### src/rtl/busIdlePkg.sv
package busIdlePkg;
  localparam int NUM_AREAS = 8;
  localparam int CODE_W    = 2;
  localparam int AREA_W    = $clog2(NUM_AREAS);
  localparam int CNT_W     = CODE_W + 1;
  localparam int MAX_IDLE  = 1 << CODE_W;

  typedef struct packed {
    logic accept;   // capture request type
    logic loadCnt;  // load idle counter
    logic decCnt;   // step idle counter
    logic commit;   // bus cycle completed
  } idleStrobes_t;

  typedef enum logic [1:0] {
    ST_READY = 2'd0,
    ST_IDLE  = 2'd1,
    ST_GO    = 2'd2,
    ST_BUSY  = 2'd3
  } idleState_t;
endpackage

### src/rtl/idleDatapath.sv
module idleDatapath
  import busIdlePkg::*;
#(
  parameter int AREAS = NUM_AREAS,
  parameter int CW    = CODE_W
) (
  input  logic                      clk,
  input  logic                      rstN,
  input  idleStrobes_t              strb,
  input  logic [$clog2(AREAS)-1:0]  reqArea,
  input  logic                      reqWrite,
  input  logic                      wrIdleEn,
  input  logic [AREAS-1:0]          areaSel,
  input  logic [CW-1:0]             cntCodeA,
  input  logic [CW-1:0]             cntCodeB,
  output logic                      needIdle,
  output logic                      cntLast
);
  localparam int CNTW = CW + 1;

  logic            lastRead;
  logic            pendWrite;
  logic [CNTW-1:0] idleCnt;
  logic [CW-1:0]   selCode;

  assign selCode  = areaSel[reqArea] ? cntCodeB : cntCodeA;
  assign needIdle = wrIdleEn && reqWrite && lastRead;
  assign cntLast  = (idleCnt == CNTW'(1));

  always_ff @(posedge clk) begin
    if (!rstN) begin
      lastRead  <= 1'b0;
      pendWrite <= 1'b0;
      idleCnt   <= '0;
    end else begin
      if (strb.accept)  pendWrite <= reqWrite;
      if (strb.commit)  lastRead  <= !pendWrite;
      if (strb.loadCnt) idleCnt   <= CNTW'(selCode) + CNTW'(1);
      else if (strb.decCnt && idleCnt != '0) idleCnt <= idleCnt - CNTW'(1);
    end
  end

  // previous-access memory moves only on a completed cycle
  a_r10_type_hold: assert property (@(posedge clk) disable iff (!rstN)
    !strb.commit |=> $stable(lastRead));
  // a freshly loaded counter never exceeds the largest idle run
  a_r6_load_range: assert property (@(posedge clk) disable iff (!rstN)
    strb.loadCnt |=> (idleCnt >= CNTW'(1) && idleCnt <= CNTW'(MAX_IDLE)));
endmodule

### src/rtl/idleControl.sv
module idleControl
  import busIdlePkg::*;
(
  input  logic         clk,
  input  logic         rstN,
  input  logic         reqValid,
  input  logic         cycleDone,
  input  logic         needIdle,
  input  logic         cntLast,
  output idleStrobes_t strb,
  output logic         idleActive,
  output logic         cycleGo
);
  idleState_t state, nextState;
  logic [CNT_W:0] idleRun;

  always_comb begin
    nextState  = state;
    strb       = '0;
    idleActive = 1'b0;
    cycleGo    = 1'b0;
    unique case (state)
      ST_READY: if (reqValid) begin
        strb.accept = 1'b1;
        if (needIdle) begin
          strb.loadCnt = 1'b1;
          nextState    = ST_IDLE;
        end else begin
          cycleGo   = 1'b1;
          nextState = ST_BUSY;
        end
      end
      ST_IDLE: begin
        idleActive  = 1'b1;
        strb.decCnt = 1'b1;
        if (cntLast) nextState = ST_GO;
      end
      ST_GO: begin
        cycleGo   = 1'b1;
        nextState = ST_BUSY;
      end
      ST_BUSY: if (cycleDone) begin
        strb.commit = 1'b1;
        nextState   = ST_READY;
      end
      default: nextState = ST_READY;
    endcase
  end

  always_ff @(posedge clk) begin
    if (!rstN) begin
      state   <= ST_READY;
      idleRun <= '0;
    end else begin
      state   <= nextState;
      idleRun <= idleActive ? idleRun + 1'b1 : '0;
    end
  end

  // go follows directly after the last idle state
  a_r8_go_after_idle: assert property (@(posedge clk) disable iff (!rstN)
    $fell(idleActive) |-> cycleGo);
  // go never overlaps an idle state
  a_r8_no_overlap: assert property (@(posedge clk) disable iff (!rstN)
    !(cycleGo && idleActive));
  // an idle run starts only for a pending write that needs one
  a_r3_idle_cause: assert property (@(posedge clk) disable iff (!rstN)
    $rose(idleActive) |-> $past(reqValid && needIdle));
  // an idle run is never longer than the largest code allows
  a_r6_idle_len_max: assert property (@(posedge clk) disable iff (!rstN)
    idleRun <= (CNT_W+1)'(MAX_IDLE));
  // one go pulse per request
  a_r10_single_go: assert property (@(posedge clk) disable iff (!rstN)
    cycleGo |=> !cycleGo);
endmodule

### src/rtl/busIdleInserter.sv
module busIdleInserter
  import busIdlePkg::*;
(
  input  logic                 clk,
  input  logic                 rstN,
  input  logic                 reqValid,
  input  logic [AREA_W-1:0]    reqArea,
  input  logic                 reqWrite,
  input  logic                 wrIdleEn,
  input  logic [NUM_AREAS-1:0] areaSel,
  input  logic [CODE_W-1:0]    cntCodeA,
  input  logic [CODE_W-1:0]    cntCodeB,
  input  logic                 cycleDone,
  output logic                 idleActive,
  output logic                 cycleGo
);
  idleStrobes_t strb;
  logic needIdle;
  logic cntLast;

  idleDatapath #(.AREAS(NUM_AREAS), .CW(CODE_W)) uDp (
    .clk(clk), .rstN(rstN), .strb(strb),
    .reqArea(reqArea), .reqWrite(reqWrite), .wrIdleEn(wrIdleEn),
    .areaSel(areaSel), .cntCodeA(cntCodeA), .cntCodeB(cntCodeB),
    .needIdle(needIdle), .cntLast(cntLast)
  );

  idleControl uCtl (
    .clk(clk), .rstN(rstN), .reqValid(reqValid), .cycleDone(cycleDone),
    .needIdle(needIdle), .cntLast(cntLast), .strb(strb),
    .idleActive(idleActive), .cycleGo(cycleGo)
  );
endmodule

### config.mk
export PLATFORM = sky130hd
export DESIGN_NAME = busIdleInserter
export DESIGN_NICKNAME = d
export VERILOG_FILES = /design/src/rtl/busIdlePkg.sv /design/src/rtl/idleDatapath.sv /design/src/rtl/idleControl.sv /design/src/rtl/busIdleInserter.sv
export SDC_FILE = /design/constraint.sdc
export NUM_CORES = 1
export LEC_CHECK = 0
export BUFFER_PORTS_ARGS = -buffer_cell sky130_fd_sc_hd__buf_2
export CAP_MARGIN = 20
export CORE_AREA = 2 2 39 41
export CTS_CLUSTER_DIAMETER = 80
export DETAILED_ROUTE_END_ITERATION = 8
export DIE_AREA = 0 0 41 43
export PLACE_DENSITY = 0.71
export SLEW_MARGIN = 20
export SYNTH_ARGS = -nofsm -noshare
export SYNTH_HDL_FRONTEND = slang
export SYNTH_SLANG_ARGS = --single-unit
### constraint.sdc
create_clock -name clk -period 2.2 [get_ports clk]
set_clock_uncertainty 0.2 [all_clocks]
set_input_delay 0.11 -clock clk [delete_from_list [all_inputs] [get_ports clk]]
set_output_delay 0.11 -clock clk [all_outputs]
set_load 0.005 [all_outputs]
# Word level (Yosys, flattened, before mapping)
# Cells that the tools add are included.
[classes]
magnitude_cmp = 1
addsub = 2
n_eq_ne = 7
n_mux = 19
reduce_logical = 8
[op_table]
columns = ["op", "n"]
rows = [
  ["2-bit two-way mux", 7],
  ["2-bit case mux with 4 select lines", 1],
  ["1-bit two-way mux", 7],
  ["3-bit two-way mux", 2],
  ["2-bit inequality test (second input constant)", 3],
  ["2-bit equality test (second input constant)", 2],
  ["3-bit by 4-bit < comparator with 1-bit output (second input constant)", 1],
  ["2-bit by 1-bit adder with 3-bit output (second input constant)", 1],
  ["1-bit binary-select mux with 3-bit select", 1],
  ["3-bit by 1-bit equality test with 1-bit output (second input constant)", 1],
  ["1-bit logical AND", 3],
  ["3-bit AND reduction", 1],
  ["3-bit nonzero test", 1],
  ["3-bit by 1-bit subtractor with 3-bit output (second input constant)", 1],
  ["2-bit by 1-bit equality test with 1-bit output (second input constant)", 1],
  ["2-bit logical NOT", 1],
  ["1-bit case mux with 2 select lines", 1],
  ["2-bit nonzero test", 1],
  ["1-bit logical NOT", 1],
]
[totals]
reg_bits = 7
out_inout_bits = 2
inputBits = 21

# Logic depth before layout (Yosys ltp)
# Gate-level depths: netlist (run 1).
[depth]
ltp_word = 6
ltp_mapped = 7
mapped_depth_nobuf = 7

# Modules after synthesis
# A second synthesis (run 1) with hierarchy kept.
[hier_totals]
hier_cells = 63
area_unflattened_um2 = 609.3
[by_module_without_submodules]
columns = ["module", "instances", "area_per_inst_um2", "cells_per_inst", "seq_area_each_um2"]
rows = [
  ["idleDatapath", 1, 381.6, 36, 100.1],
  ["idleControl", 1, 227.7, 27, 40.0],
]

# Least setup slack after synthesis (run 1)
# No wires, ideal clock.
[synth_path]
path_type = "input-to-reg"
from = "input reqArea[0]"
to = "register uDp.idleCnt[1]"
arrival_time_ns = 1.582
setup_time_ns = 0.120
required_ns = 1.880
path_slack_ns = 0.298
n_path_buf = 0
cell_stages = 6
cell_sequence = "mux4_1 mux2i_2 mux2_2 ha_1 nand2_1 a21oi_1"
[synth_between]
elab_chain_len = 5
[synth_rtl]
columns = ["item", "line", "source"]
rows = [
  ["start, declared", "busIdleInserter.sv:7", "input logic [AREA_W-1:0] reqArea,"],
  ["1-bit binary-select mux with 3-bit select", "idleDatapath.sv:26", "assign selCode = areaSel[reqArea] ? cntCodeB : cntCodeA;"],
  ["1-bit two-way mux (implied by the code)", "idleDatapath.sv:26", ""],
  ["2-bit two-way mux", "idleDatapath.sv:26", ""],
  ["2-bit by 1-bit adder with 3-bit output", "idleDatapath.sv:38", "if (strb.loadCnt) idleCnt <= CNTW'(selCode) + CNTW'(1);"],
  ["3-bit two-way mux", "idleDatapath.sv:38", ""],
  ["end signal, assigned", "idleDatapath.sv:38", ""],
  ["end signal, assigned", "idleDatapath.sv:39", "else if (strb.decCnt && idleCnt != '0) idleCnt <= idleCnt - CNTW'(1);"],
  ["end, declared", "idleDatapath.sv:23", "logic [CNTW-1:0] idleCnt;"],
]
# No other way between the ends. The select of a mux whose other input is x is not followed.
# A chain may end at the register's enable or synchronous reset.

# Worst setup path after layout (run 1)
[layout_path]
from = "input reqArea[0]"
to = "register uDp.idleCnt[0]"
# The elaborated chain is that of the path after synthesis.

==> metrics, run 1 <==
via count between 500 and 600; Initial Util approximately two fifths; CP max stage delay 0.57 ns; DP Wirelength about 940 µm; CP arrival 2.00 ns; Num CTS Buffers 3; Sequential Power Share 29.9%; H-tree levels 1; 1st-iter DRT viols 10; Avg Inst Size Synth 9.02 µm²; Hold WS 0.0135 ns; Max-Cap Viols 0; Via density 4.89; placed cells 100; Sw Share between 30 and 40%; Non-Filler Instances about 110; Multi-input gate area 389 µm²; Logic pwr share between 40% and 50%; Site Rows 14; internal power about 370 µW; syn nets 92; Clock Sinks 7; Die Area between 1500 and 2000 µm²; drc violations 0; post-CTS sizing 0; Worst Path Buf+Inv 2; endpoint type of the worst setup path flip-flop; sequential cell area between 100 and 150 µm²; Detailed Route WL ~1100 µm; pwr/cell area roughly 760 nW/µm²; Clock power frac a little over a fifth; fmax approximately 500 MHz; RSZ-0062 raised after global routing no; Final ANT Viol Nets 0; share of post-route cells with drive strength above 1 approximately 31%; clk buf depth 2; # hold bufs at CTS 5; gr ovfl total 0; Post-DP Area between 600 and 700 µm²; critical path type in -> reg; Crit path max-delay family multiplexers; Clock Latency Late Sink approximately 0.26 ns; cell area after synthesis between 500 and 600 µm²; I/O pin cnt 23; Clock transition at path regs 0.06 ns; first-pass GRT wire length between 1500 and 2000 µm; #FFs+latches synth 7; initial antenna violation count 0; largest net degree at the start of global routing 6; setup TNS 0 ns; Worst-Margin Slew roughly 0.5 ns; TritonRoute pass-1 iters 4; Slew Limit Fails 0; final setup violating endpoints 0; Total GRT Usage between 10% and 20%; type of origin of the critical path input pin; worst-path cell chain buf_2 -> mux4_1 -> mux2i_2 -> mux2_4 -> dlygate4sd3_1 -> a21oi_2; LEAKAGE around 0.00036 µW; die width 41 µm; CP required approximately 2.2 ns; Rel. slew slack about 67%; Routed WL per cell roughly 11 µm; clk root buf clkbuf_4; synth unique cells 23; Switch Pwr between 200 and 250 µW; Die H approximately 43 µm; gpl congestion about 0.69; Port Buf Inserts 22; Final min period 2.01 ns; Total Power a little under 600 µW; CTS tree done; core footprint about 1400 µm²; post-synthesis sequential area ratio 25.1%; Peak VDD IR ~460 µV; Final Cycle Share 91.3%; fin nets roughly 120; final hold viol count 0; Inserted Diodes 0; outcome finished, final reports clean; yosys warns 0; Hold Crit Class in -> reg; fin area 766 µm²; fillers between 100 and 150; cell count after synthesis 62; slowest library cell on the worst path dlygate4sd3_1; vias in the first global route between 500 and 600; setup repair bufs after CTS 0; Critical Path Fanout Max 2; synthesis-to-layout area growth 36.9%
==> per-stage QoR <==
step | util, % | setup WS (ns)
after floorplan | - | 0.298
after global placement | 49.8 | 0.145
after detailed placement | 49.8 | 0.0955
after CTS | 55.3 | 0.189
after global routing | 55.3 | 0.122
final | 55.3 | 0.191
==> worst min-delay path: stages <==
cell and delay [ns]:
buf_2 0.12, nand2_1 0.07, nand2_1 0.07, a21oi_1 0.06
==> final timing paths <==
path                                        to  slack, ns  cells past startpoint           from
worst min register to register   uDp.pendWrite       0.28                      2  uDp.pendWrite
worst max register to register   uCtl.state[0]       0.35                      5  uCtl.state[0]
worst max-delay path            uDp.idleCnt[0]       0.19                      6     reqArea[0]
worst min-delay path             uDp.pendWrite       0.01                      4       reqValid
==> routing by layer <==
layer	up-vias	GRT usage (%)	wire length (µm)
li1	280	-	-
met1	222	13.4	434
met2	26	27.8	585
met3	5	3.66	93
met4	0	12.0	36
met5	-	0	0
==> Yosys cell counts (all sizes together) <==
master	n	area [µm²]
ha	9	113
o21bai	1	7.51
and2	1	6.26
inv	8	30.0
a21oi	5	28.8
and3	2	12.5
mux2	2	26.3
dfxtp	7	140
mux4	2	52.6
a222oi	1	10.0
nand2	8	30.0
o211ai	2	15.0
o21ai	2	10.0
nor2	4	15.0
nand3	2	10.0
nor2b	1	6.26
xnor2	1	8.76
a211oi	1	7.51
mux2i	2	23.8
nand2b	1	6.26
==> power groups by stage <==
stage	Clock [µW]	Combinational (µW)	Sequential (µW)
after floorplan	0	202	173
after global placement	0	265	177
after global routing	133	320	181
final	124	286	175
after CTS	128	288	176
after detailed placement	0	275	178
==> layout by cell type (no fill, tap or decap), drive strengths merged, types with 4 or more instances in the layout <==
cell,netlist,routed
dfxtp,7,7
clkbuf,0,4
ha,9,9
inv,8,8
a21oi,5,5
buf,0,22
nor2,4,4
dlygate4sd3,0,5
nand2,8,8
==> cell families after synthesis <==
kind of cell             count (synthesis)  synth area share (%)
AND/OR/NAND/NOR                         19                  15.4
flip-flops                               7                  25.1
adder cells (fa/ha/maj)                  9                  20.1
XOR/XNOR                                 1                  1.57
AO/OA/AOI/OAI                           12                  14.1
buffers and inverters                    8                  5.37
multiplexers                             6                  18.3
==> cell type report <==
cell class	count	share of cell area, %
Clock buffer	4	3.43
Inverter	8	3.92
Multi-Input combinational cell	47	50.8
Sequential cell	7	18.3
Tap cell	16	2.61
Timing Repair Buffer	27	20.9
==> flip-flops by register name, indices dropped and copies added (netlist names) <==
signal	cells
uDp.idleCnt	3
uCtl.state	2
uDp.lastRead	1
uDp.pendWrite	1
No activity file was read; power rests on OpenSTA's default activity.
==> run 2, diff against run 1 <==
--- a/config.mk
+++ b/config.mk
@@ -12,6 +12,7 @@
 export DETAILED_ROUTE_END_ITERATION = 8
 export DIE_AREA = 0 0 41 43
 export PLACE_DENSITY = 0.71
+export RECOVER_POWER = 50
 export SLEW_MARGIN = 20
 export SYNTH_ARGS = -nofsm -noshare
 export SYNTH_HDL_FRONTEND = slang
==> run 2 against run 1 <==
Against the previous run: design area is 0.65% lower; sequential power hardly changed; final cell count stayed put; highest routed layer unchanged; sequential share of layout area is 0.12 points higher.
==> metrics, run 2 (same netlist as run 1, synthesis figures left out) <==
pwr/cell area around 760 nW/µm²; worst-path cell chain buf_2 -> mux4_1 -> mux2i_1 -> mux2_4 -> dlygate4sd3_1 -> a21oi_2; H-tree levels 1; final hold viol count 0; drc violations 0; CP max stage delay 0.57 ns; endpoint type of the worst setup path flip-flop; Via density between 4 and 5; clk buf depth 2; die width slightly above 40 µm; fmax approximately 490 MHz; Final ANT Viol Nets 0; RSZ-0062 raised after global routing no; CP required 2.20 ns; first-pass GRT wire length 1760 µm; setup TNS 0 ns; Slew Limit Fails 0; vias in the first global route 502; via count 533; Final Cycle Share 92.8%; slowest library cell on the worst path dlygate4sd3_1; Top reg by flops uDp.idleCnt; I/O pin cnt 23; core footprint around 1400 µm²; met3 WL post-DR approximately 94 µm; initial antenna violation count 0; Detailed Route WL 1160 µm; TritonRoute pass-1 iters 4; Inserted Diodes 0; LEAKAGE about 0.00036 µW; Largest regs uDp.idleCnt x3, uCtl.state x2; M1 wire length 446 µm; gr ovfl total 0; gpl congestion 0.690; Clock Sinks 7; outcome finished, final reports clean; Hold Crit Class in -> reg; hold path depth 4; commonest non-fill, non-tap cell in the layout buf_2; largest net degree at the start of global routing 6; Clock transition at path regs ~0.06 ns; DP Wirelength 939 µm; Peak VDD IR 457 µV; Final min period about 2.0 ns; Clock Latency Late Sink between 0.2 and 0.3 ns; CTS tree done; commonest non-fill, non-tap cells in the layout buf_2 (20), ha_1 (9), inv_1 (8), nand2_1 (8), dfxtp_1 (7); Rel. slew slack about two thirds; Critical Path Fanout Max 2; Routed WL per cell between 10 and 15 µm; setup repair bufs after CTS 0; Largest register FFs 3; critical path type in -> reg; Post-DP Area just under 700 µm²; Die Area around 1800 µm²; Total GRT Usage around 16%; type of origin of the critical path input pin; Initial Util approximately two fifths; reg2reg path depth 5; synthesis-to-layout area growth 36.0%; Max-Cap Viols 0; met2 wire len slightly below 600 µm; clk root buf clkbuf_4; fillers roughly 130; DR top layer met4; share of post-route cells with drive strength above 1 between 20 and 30%; final setup violating endpoints 0; CP arrival 2.04 ns; fin nets about 120; Site Rows 14; Die H 43 µm; Num CTS Buffers 3; 1st-iter DRT viols 10; Worst-Margin Slew ~0.5 ns; fin area about 760 µm²; Port Buf Inserts 22
==> run 2: metal layers <==
| layer | GRT usage [%] | vias up |
|---|---|---|
| li1 | - | 280 |
| met4 | 12.0 | 0 |
| met3 | 3.66 | 5 |
| met2 | 27.8 | 26 |
| met1 | 13.4 | 222 |
| met5 | 0 | - |
==> run 2: path summary, 6_finish.rpt <==
check / start / endpoint / slack [ns]
worst max-delay path: reqArea[0] / uDp.idleCnt[0] / 0.16
worst max register to register: uCtl.state[0] / uCtl.state[0] / 0.35
worst min-delay path: reqValid / uDp.pendWrite / 0.01
worst min register to register: uDp.pendWrite / uDp.pendWrite / 0.28
==> run 2: layout make-up <==
type                            instances  area [µm²]  area share [%]
Clock buffer                            4        26.3            3.45
Inverter                                8        30.0            3.95
Multi-Input combinational cell         47         385            50.7
Sequential cell                         7         140            18.4
Tap cell                               16        20.0            2.63
Timing Repair Buffer                   27         159            20.9
==> run 2: per-stage QoR <==
stage	std cells	util, %	hold WS, ns	total power [µW]	setup slack [ns]
floorplan	62	-	0.0317	375	0.298
global placement	100	49.8	0.140	443	0.145
global route	109	55.0	0.0410	629	0.102
detailed placement	100	49.8	0.144	453	0.0955
finish	109	55.0	0.0138	580	0.159
CTS	109	55.3	0.00505	592	0.189
==> run 2: critical path, delay by kind of cell <==
family / cells / cell delay (ns)
compound gates: 1 / 0.11
mux: 3 / 1.15
buf+inv: 2 / 0.67
==> run 2: where the power goes <==
group	leakage, µW	switching (µW)	total [µW]	internal [µW]
Clock	0.0000150	54.0	124	69.7
Combinational	0.000286	141	282	141
Sequential	0.0000571	21.9	175	153
Total	0.000358	217	580	364
==> run 2: what timing repair did <==
action	in CTS	in global routing
hold endpoints to repair	6	0
gates resized for setup	0	0
hold buffers	5	0
==> run 3, diff against run 2 <==
--- a/config.mk
+++ b/config.mk
@@ -8,6 +8,7 @@
 export BUFFER_PORTS_ARGS = -buffer_cell sky130_fd_sc_hd__buf_2
 export CAP_MARGIN = 20
 export CORE_AREA = 2 2 39 41
+export CTS_BUF_LIST = sky130_fd_sc_hd__clkbuf_16
 export CTS_CLUSTER_DIAMETER = 80
 export DETAILED_ROUTE_END_ITERATION = 8
 export DIE_AREA = 0 0 41 43
==> run 3 against run 2 <==
Against the previous run: die area unchanged; critical path depth unchanged; sequential share of layout area decreased by 1.3 points; design area increased by 7.4%; clock power increased by 140%; fmax decreased by 0.17%; first-iteration DRC count decreased by 40%; final cell count unchanged; combinational power increased by 2%; sequential power about the same; register-to-register slack got worse by 0.08 ns; routed wire length increased by 1.5%; critical path type unchanged.
==> metrics, run 3 (same netlist as run 1, synthesis figures left out) <==
synthesis-to-layout area growth 46.1%; CTS tree done; worst reg2reg endpoint uCtl.state[0]; r2r setup slk between 0.2 and 0.3 ns; Final Cycle Share around 93%; drc violations 0; fin nets approximately 120; Inserted Diodes 0; final setup margin between 0.15 and 0.2 ns; clk buf depth 2; Port Buf Inserts 22; die width ~40 µm; 1st-iter DRT viols 6; I/O pin cnt 23; reg2reg path depth 5; DP Wirelength ~940 µm; gr ovfl total 0; Slew Limit Fails 0; hold path depth 4; Clock transition at path regs about 0.040 ns; LEAKAGE between 0.0003 and 0.0004 µW; Final ANT Viol Nets 0; CP arrival ~2 ns; Total GRT Usage 16.3%; Initial Util 40.4%; endpoint type of the worst setup path flip-flop; Hold WS 0.0478 ns; Num CTS Buffers 3; type of origin of the critical path input pin; Routed WL per cell about 11 µm; Top reg by flops uDp.idleCnt; Total Power between 700 and 800 µW; final hold viol count 0; post-CTS sizing 0; TritonRoute pass-1 iters 4; Final min period 2.04 ns; Hold Crit Class in -> reg; Rel. slew slack 62.8%; first-pass GRT wire length 1860 µm; commonest non-fill, non-tap cell in the layout buf_2; clk root buf clkbuf_16; setup TNS 0 ns; Die H approximately 43 µm; Largest regs uDp.idleCnt x3, uCtl.state x2; Largest register FFs 3; via count 530; vias in the first global route ~520; worst r2r src uCtl.state[0]; Site Rows 14; Hold EP uDp.pendWrite; Clock Sinks 7; dpl ws ~0.095 ns; pwr/cell area 940 nW/µm²; fmax about 500 MHz; gpl congestion ~0.69; Worst-Margin Slew 0.558 ns; outcome finished, final reports clean; largest net degree at the start of global routing 6; Max-Cap Viols 0; Clock Latency Late Sink 0.23 ns; CP required roughly 2.2 ns; critical path type in -> reg; RSZ-0062 raised after global routing no; share of post-route cells with drive strength above 1 a little under a third; worst hold start reqValid; commonest non-fill, non-tap cells in the layout buf_2 (20), inv_1 (9), ha_1 (9); initial antenna violation count 0; Detailed Route WL between 1000 and 1500 µm; setup repair bufs after CTS 0; H-tree levels 1; Critical Path Fanout Max 2; Peak VDD IR 477 µV; Via density a little under 5; # hold bufs at CTS 5; final setup violating endpoints 0; core footprint about 1400 µm²; Die Area around 1800 µm²
run 3: changes by cell type in the layout (fill, tap and decap cells not counted):
cell / change
clkbuf_1: -1
clkbuf_16: +3
clkbuf_4: -3
inv_1: +1
mux2i_1: -1
mux2i_2: +1
run 3: per-layer routing:
layer  global-route usage (%)  part of all wire, %  vias up
li1                         -                    -      281
met2                     28.7                   51       26
met1                     14.7                   39      219
met3                     5.24                  8.1        4
met5                        0                    0        -
met4                     10.0                  2.3        0
run 3: report_power, final:
group / switching [µW] / internal (µW)
Combinational: 147 / 142
Sequential: 22.3 / 154
Clock: 66.4 / 236
Total: 236 / 532
run 3: critical path: stages:
cell	delay [ns]
buf_2	0.10
mux4_1	0.56
mux2i_2	0.22
mux2_4	0.33
dlygate4sd3_1	0.57
a21oi_2	0.11
run 3: through the flow:
step                      std cells  cell area (µm²)  utilization, %
after floorplan                  62              559               -
after global placement          100              689            49.8
after detailed placement        100              689            49.8
final                           109              817            59.0
after CTS                       109              818            59.1
after global routing            109              817            59.0
run 3: final cells by class:
cell class | count | area [µm²]
clock inverters | 1 | 3.75
fillers | 122 | 567
flip-flops and latches | 7 | 140
clock buffers | 3 | 75.1
inverters | 8 | 30.0
well taps | 16 | 20.0
repair buffers | 27 | 159
multi-input cells | 47 | 389
run 3: worst max path at each step:
stage                from        endpoint  slack, ns  cells past startpoint
2_1_floorplan  reqArea[0]  uDp.idleCnt[1]       0.30                      6
3_3_place_gp   reqArea[0]  uDp.idleCnt[1]       0.15                      7
3_5_place_dp   reqArea[0]  uDp.idleCnt[1]        0.1                      7
4_1_cts        reqArea[0]  uDp.idleCnt[0]       0.15                      6
5_1_grt        reqArea[0]  uDp.idleCnt[0]       0.09                      6
6_report       reqArea[0]  uDp.idleCnt[0]       0.16                      6
